$ cat src/rtl/sdb_pkg.sv
`timescale 1ns/1ps
// Shared definitions for the store drain buffer.
// Assumes: fence_kind is a single bit driven by the issue stage.
package sdb_pkg;
    typedef enum logic {
        FENCE_LOADSER = 1'b0,
        FENCE_DRAIN   = 1'b1
    } fence_kind_e;
endpackage

$ cat src/rtl/sdb_queue.sv
`timescale 1ns/1ps
// Circular in-order store queue with a retired-prefix counter.
// The oldest ret_cnt entries are retired; only those are offered to the cache.
// Assumes: DEPTH is a power of two; retire is pulsed only for held stores.
module sdb_queue #(
    parameter int DEPTH = 8,
    parameter int AW    = 32,
    parameter int DW    = 32,
    localparam int PW   = $clog2(DEPTH),
    localparam int CW   = $clog2(DEPTH + 1)
) (
    input  logic          clk,
    input  logic          rst_n,
    input  logic          st_valid,
    input  logic [AW-1:0] st_addr,
    input  logic [DW-1:0] st_data,
    input  logic          retire,
    input  logic          flush,
    input  logic          cw_grant,
    output logic          cw_valid,
    output logic [AW-1:0] cw_addr,
    output logic [DW-1:0] cw_data,
    output logic [PW-1:0] head,
    output logic [CW-1:0] count,
    output logic          full,
    output logic          empty,
    output logic [AW-1:0] addr_q [DEPTH],
    output logic [DW-1:0] data_q [DEPTH]
);
    logic [PW-1:0] tail;
    logic [CW-1:0] ret_cnt;
    logic          push, pop, ret_inc;
    logic [PW-1:0] head_n, tail_n;
    logic [CW-1:0] count_n, ret_n;

    // Occupancy flags.
    assign full  = (count == CW'(DEPTH));
    assign empty = (count == '0);

    // Cache write port shows the oldest entry when it has retired.
    assign cw_valid = (ret_cnt != '0);
    assign cw_addr  = addr_q[head];
    assign cw_data  = data_q[head];

    // Per-cycle events; flush suppresses store and retire.
    always_comb begin
        pop     = cw_valid && cw_grant;
        push    = st_valid && !full && !flush;
        ret_inc = retire && !flush && (ret_cnt < count);
    end

    // Next-state pointers and counters.
    always_comb begin
        head_n = head + PW'(pop);
        ret_n  = ret_cnt + CW'(ret_inc) - CW'(pop);
        if (flush) begin
            tail_n  = head + PW'(ret_cnt);
            count_n = ret_cnt - CW'(pop);
        end else begin
            tail_n  = tail + PW'(push);
            count_n = count + CW'(push) - CW'(pop);
        end
    end

    // Pointer and counter registers.
    always_ff @(posedge clk) begin
        if (!rst_n) begin
            head    <= '0;
            tail    <= '0;
            count   <= '0;
            ret_cnt <= '0;
        end else begin
            head    <= head_n;
            tail    <= tail_n;
            count   <= count_n;
            ret_cnt <= ret_n;
        end
    end

    // Entry storage, written at the tail on an accepted store.
    always_ff @(posedge clk) begin
        if (push) begin
            addr_q[tail] <= st_addr;
            data_q[tail] <= st_data;
        end
    end

    AST_RET_BOUND: assert property (@(posedge clk) disable iff (!rst_n)
        ret_cnt <= count);
    AST_WR_HOLD: assert property (@(posedge clk) disable iff (!rst_n)
        cw_valid && !cw_grant |=> cw_valid && $stable(cw_addr) && $stable(cw_data));
    AST_PUSH_FILLS: assert property (@(posedge clk) disable iff (!rst_n)
        st_valid && !full && !flush |=> !empty);
    AST_FLUSH_CLEARS: assert property (@(posedge clk) disable iff (!rst_n)
        flush && !cw_valid |=> empty);
endmodule

$ cat src/rtl/sdb_fwd.sv
`timescale 1ns/1ps
// Store-to-load forwarding search over held entries.
// Scans from oldest to youngest so the youngest match wins.
// Assumes: count never exceeds DEPTH.
module sdb_fwd #(
    parameter int DEPTH = 8,
    parameter int AW    = 32,
    parameter int DW    = 32,
    localparam int PW   = $clog2(DEPTH),
    localparam int CW   = $clog2(DEPTH + 1)
) (
    input  logic          ld_valid,
    input  logic [AW-1:0] ld_addr,
    input  logic [PW-1:0] head,
    input  logic [CW-1:0] count,
    input  logic [AW-1:0] addr_q [DEPTH],
    input  logic [DW-1:0] data_q [DEPTH],
    output logic          hit,
    output logic [DW-1:0] data
);
    // Age-ordered match; later (younger) matches overwrite earlier ones.
    always_comb begin
        logic [PW-1:0] idx;
        hit  = 1'b0;
        data = '0;
        for (int age = 0; age < DEPTH; age++) begin
            idx = head + PW'(age);
            if (ld_valid && (CW'(age) < count) && (addr_q[idx] == ld_addr)) begin
                hit  = 1'b1;
                data = data_q[idx];
            end
        end
    end
endmodule

$ cat src/rtl/sdb_fence.sv
`timescale 1ns/1ps
// Fence tracker: a full fence holds later loads until the buffer is empty;
// a load-serialising fence leaves loads free.
// Assumes: empty reflects the registered occupancy of this cycle.
module sdb_fence
    import sdb_pkg::*;
(
    input  logic clk,
    input  logic rst_n,
    input  logic fence_req,
    input  logic fence_kind,
    input  logic empty,
    input  logic ld_valid,
    output logic busy,
    output logic ld_grant
);
    logic pend_q;
    logic drain_req;

    // Only the full kind asks for a drain.
    assign drain_req = fence_req && (fence_kind_e'(fence_kind) == FENCE_DRAIN);

    // Busy from the request cycle until the buffer reads empty.
    assign busy     = (pend_q || drain_req) && !empty;
    assign ld_grant = ld_valid && !busy;

    // Remember an outstanding drain across cycles.
    always_ff @(posedge clk) begin
        if (!rst_n) pend_q <= 1'b0;
        else        pend_q <= busy;
    end

    AST_BUSY_NONEMPTY: assert property (@(posedge clk) disable iff (!rst_n)
        busy |-> !empty);
    AST_BUSY_HOLDS: assert property (@(posedge clk) disable iff (!rst_n)
        busy |=> busy || empty);
    AST_LOADSER_FREE: assert property (@(posedge clk) disable iff (!rst_n)
        fence_req && !fence_kind && !pend_q |-> !busy);
endmodule

$ cat src/rtl/store_drain_buffer.sv
`timescale 1ns/1ps
// Top of the retire-gated store buffer: queue, forwarding search and
// fence tracker. Cache write port is valid/grant; loads see forwarded data.
// Assumes: synchronous active-low reset; word addressing.
module store_drain_buffer #(
    parameter int DEPTH = 8,
    parameter int AW    = 32,
    parameter int DW    = 32,
    localparam int PW   = $clog2(DEPTH),
    localparam int CW   = $clog2(DEPTH + 1)
) (
    input  logic          clk,
    input  logic          rst_n,
    input  logic          st_valid,
    input  logic [AW-1:0] st_addr,
    input  logic [DW-1:0] st_data,
    output logic          st_ready,
    input  logic          retire,
    input  logic          flush,
    output logic          cw_valid,
    output logic [AW-1:0] cw_addr,
    output logic [DW-1:0] cw_data,
    input  logic          cw_grant,
    input  logic          fence_req,
    input  logic          fence_kind,
    output logic          fence_busy,
    input  logic          ld_valid,
    input  logic [AW-1:0] ld_addr,
    output logic          ld_grant,
    output logic          ld_fwd_hit,
    output logic [DW-1:0] ld_fwd_data,
    output logic          sb_full,
    output logic          sb_empty
);
    logic [PW-1:0] head;
    logic [CW-1:0] count;
    logic [AW-1:0] addr_q [DEPTH];
    logic [DW-1:0] data_q [DEPTH];

    // Store acceptance follows free space.
    assign st_ready = !sb_full;

    sdb_queue #(.DEPTH(DEPTH), .AW(AW), .DW(DW)) u_queue (
        .clk(clk), .rst_n(rst_n),
        .st_valid(st_valid), .st_addr(st_addr), .st_data(st_data),
        .retire(retire), .flush(flush), .cw_grant(cw_grant),
        .cw_valid(cw_valid), .cw_addr(cw_addr), .cw_data(cw_data),
        .head(head), .count(count), .full(sb_full), .empty(sb_empty),
        .addr_q(addr_q), .data_q(data_q)
    );

    sdb_fwd #(.DEPTH(DEPTH), .AW(AW), .DW(DW)) u_fwd (
        .ld_valid(ld_valid), .ld_addr(ld_addr),
        .head(head), .count(count), .addr_q(addr_q), .data_q(data_q),
        .hit(ld_fwd_hit), .data(ld_fwd_data)
    );

    sdb_fence u_fence (
        .clk(clk), .rst_n(rst_n),
        .fence_req(fence_req), .fence_kind(fence_kind), .empty(sb_empty),
        .ld_valid(ld_valid), .busy(fence_busy), .ld_grant(ld_grant)
    );

    AST_FULL_STALL: assert property (@(posedge clk) disable iff (!rst_n)
        sb_full && !cw_grant && !flush |=> sb_full);
    AST_FENCE_BLOCKS_LOAD: assert property (@(posedge clk) disable iff (!rst_n)
        ld_valid && fence_busy |-> !ld_grant);
endmodule

$ cat config.mk
export PLATFORM = sky130hd
export DESIGN_NAME = store_drain_buffer
export DESIGN_NICKNAME = d
export VERILOG_FILES = /design/src/rtl/sdb_pkg.sv /design/src/rtl/sdb_queue.sv /design/src/rtl/sdb_fwd.sv /design/src/rtl/sdb_fence.sv /design/src/rtl/store_drain_buffer.sv
export SDC_FILE = /design/constraint.sdc
export NUM_CORES = 2
export LEC_CHECK = 0
export ABC_AREA = 0
export BUFFER_PORTS_ARGS = -buffer_cell sky130_fd_sc_hd__buf_2
export CORE_UTILIZATION = 55
export CTS_CLUSTER_SIZE = 10
export DETAILED_ROUTE_END_ITERATION = 7
export PLACE_DENSITY = 0.68
export SYNTH_ARGS = -nofsm -noshare
export SYNTH_HDL_FRONTEND = slang
export SYNTH_HIERARCHICAL = 1
export SYNTH_SLANG_ARGS = --single-unit
$ cat constraint.sdc
create_clock -name clk -period 8.8 [get_ports clk]
set_clock_uncertainty 0.2 [all_clocks]
set_input_delay 2.2 -clock clk [delete_from_list [all_inputs] [get_ports clk]]
set_output_delay 2.2 -clock clk [all_outputs]
set_load 0.02 [all_outputs]
==> summary.txt <==
Global route
  – Global-route wire length before repair: 246000 um
  – Gr usage total: 0.3822
  – Routing usage on met1: 0.5531
  – Met2 Track Usage GR: 0.5680
  – Overflow after GRT: 0
  – Largest net degree at the start of global routing: 175
  – Met3 GRT Util: 0.09524
  – Initial antenna violation count: 22
  – Vias in the first global route: 34240
  – Top Usage Layer GRT: met2

Die
  – Core area: 85680 um2
  – Starting Density: 0.5592
  – Die height: 297.2 um
  – I/O pin cnt: 208
  – Die ar.: 88300 um2
  – Die Wd: 297.2 um
  – Row cnt: 107

Clocking
  – Post_cts resized: 0
  – Total CTS buffers: 66
  – Skew-Pair Late Insertion Delay: 640 ps
  – CTS clk-pin slew, worst paths: 60 ps
  – Htree depth: 3
  – CTS root buf: clkbuf_16
  – Post-CTS Setup Repair Bufs: 0
  – Sink Count: 527
  – Clock Tree Buf Depth: 3
  – TritonCTS clock tree: done
  – CTS Hold Bufs: 0

Timing
  – Slew @ Worst Pin: 989.6 ps
  – Sum Neg Setup Slack: 0 ps
  – Hold_ws: 366.9 ps
  – Fmax: 117.3 MHz
  – RSZ-0062 raised after global routing: no
  – Crit share post-route: 0.9686
  – Final Hold Viols: 0
  – # setup viols final: 0
  – Slew HR: 0.3214
  – Slew Viols, Final: 0
  – Tmin final: 8524 ps

Synth
  – Yosys Warn Count: 6
  – Number of synthesized register bits: 527
  – Post-synth top cells: mux4_2 (624), edfxtp_1 (512), mux2i_1 (396)
  – Syn_nets: 3731
  – Post-Synthesis Cells: 3598
  – Synth top area cells: edfxtp_1 (32%), mux4_2 (29%), mux2i_1 (8.3%)
  – Prevailing post-synth register cell: edfxtp_1
  – Synth Area per Inst: 13.32 um2
  – Post-synth cell types: 102
  – EDFF count, synth: 512
  – Mapped Area: 47920 um2
  – Seq/Total Area, Yosys: 0.3271
  – Ys async rst share: 0
  – Most frequent cell after synthesis: mux4_2
  – Top-area cell type share of the netlist area: 0.3209
  – Leading area contributor after synthesis: edfxtp_1

Run
  – Max-Cap Viols: 0

Placement
  – Routability cong.: 1.168
  – IO buf count: 207
  – Final HPWL DP: 118700 um
  – Post-DP Area: 49570 um2

Min path
  – Worst hold path type: reg -> reg

Critical path
  – Startpoint Class: register
  – Max stage delay on crit path: 770 ps
  – Crit. End Element: primary output
  – Most Frequent Cell on Critical Path: or4_1
  – CP Buf/Inv Count: 3
  – CP Data Required Time: 6400 ps
  – CP arrival: 6120 ps
  – Crit-path max FO: 33
  – Max stage delay cell, worst path: xnor2_1
  – Critical path's top delay family: XOR/XNOR gates
  – Critical-path cell list: inv_4, ha_4, xnor2_4, mux4_2, xnor2_1, nor4_1, a21oi_1, or4_1, nor4_4, or2_2, buf_12, or4_1, buf_2
  – WS Path Type: reg -> out

Route
  – Pre-antenna DRT Iters: 6
  – Via count: 36984
  – Post-DRT Antenna Nets: 0
  – DR DRC count: 0
  – DRT Wirelength: 170300 um
  – DRC violation total after the first TritonRoute iteration: 5645
  – Vias per cell: 7.676
  – DR WL/cell: 35.34 um

Pwr
  – Lkg Pwr: 16.52 nW
  – Total power divided by cell area: 279.7 nW/um2
  – Worst VDD drop: 0.2279 mV

Status
  – Status: finished clean

Cells and area
  – Layout cell share with drive strength beyond 1: 0.3368
  – Syn-to-layout area delta: 7.565%
  – Final Cell Area: 51540 um2
  – Final nets: 3765
tightest hold or removal path, stage by stage, from the launching register on:
cell     delay [ps]
dfxtp_1         300
a21oi_2         150
nor3b_1          70
area by class of cell:
class | instances | area (um2)
inverter | 54 | 205.2
sequential | 527 | 15690
multi-input combinational | 2663 | 30100
fill | 6646 | 34140
antenna | 13 | 32.53
clock inverter | 16 | 170.2
clock buffer | 81 | 1772
tap | 1144 | 1431
timing repair buffer | 320 | 2147
flip-flops by register name, indices dropped and copies added, names as in the netlist:
name,flops
u_queue/addr_q,256
u_queue/head,3
u_queue/ret_cnt,4
u_fence/pend_q,1
u_queue/tail,3
u_queue/count,4
u_queue/data_q,256
path summary, 6_finish.rpt:
path,endpoint,slack [ps],start,cells after the start
setup reg to reg,u_queue/addr_q[114],4650,u_queue/count[2],7
setup / recovery,ld_fwd_hit,280,u_queue/head[0],13
hold / removal,u_fence/pend_q,370,u_fence/pend_q,2
hold reg to reg,u_fence/pend_q,370,u_fence/pend_q,2
layout by cell type, fill, tap and decap left out, types with 10 or more instances in the layout:
master / count
mux4_2: 624
edfxtp_1: 512
mux2i_1: 396
nand2_1: 376
xnor2_1: 210
buf_2: 207
mux2_2: 122
buf_4: 92
a21oi_1: 76
clkbuf_16: 69
nand4_1: 63
nor2_1: 62
a31oi_1: 49
nand3_1: 44
nor3_1: 41
and3_1: 39
inv_1: 38
a211oi_1: 38
a22oi_1: 38
a21boi_0: 34
a221o_1: 32
o221ai_2: 30
xor2_1: 26
ha_1: 24
mux4_1: 23
o22ai_1: 22
o21ai_0: 22
nor4_1: 22
buf_12: 21
nor3b_1: 21
o221ai_1: 16
o211ai_1: 14
diode_2: 13
nand2b_1: 13
clkbuf_1: 12
clkinv_1: 12
dfxtp_1: 12
and2_1: 11
a221oi_1: 10
where the power goes:
group,switching (W),leakage (nW),internal (W)
Clock,0.00106,0.951,0.00147
Combinational,0.00502,10.8,0.00381
Sequential,0.000169,4.75,0.00289
Total,0.00624,16.5,0.00818
through the flow:
stage               total power (W)  worst slack [ps]  utilization  std cells
floorplan                  0.009552             968.7            -       3598
global placement            0.01166             535.4       0.5785       4708
detailed placement          0.01167             635.3       0.5785       4708
CTS                         0.01425             470.5       0.6012       4805
global route                0.01490             188.3       0.6012       4808
finish                      0.01442             276.3       0.6015       4818
cell families (layout without fill, tap and decap cells):
group,after synthesis,in the layout,synth area share
buf+inv,408,471,0.04820
xor+xnor,243,243,0.04544
fa+ha+maj,28,28,0.007782
other cells,0,13,0
flops,527,527,0.3271
mux,1170,1170,0.4185
compound gates,463,463,0.07580
simple gates,759,759,0.07716
routing by layer:
metal	wire, um	up-vias	share of wire
met2	76200	2590	0.45
met4	6116	24	0.036
met3	21220	398	0.12
li1	-	14932	-
met1	66600	19040	0.39
met5	151	-	0.00089
Note: power is estimated with default switching activity, not from simulation.
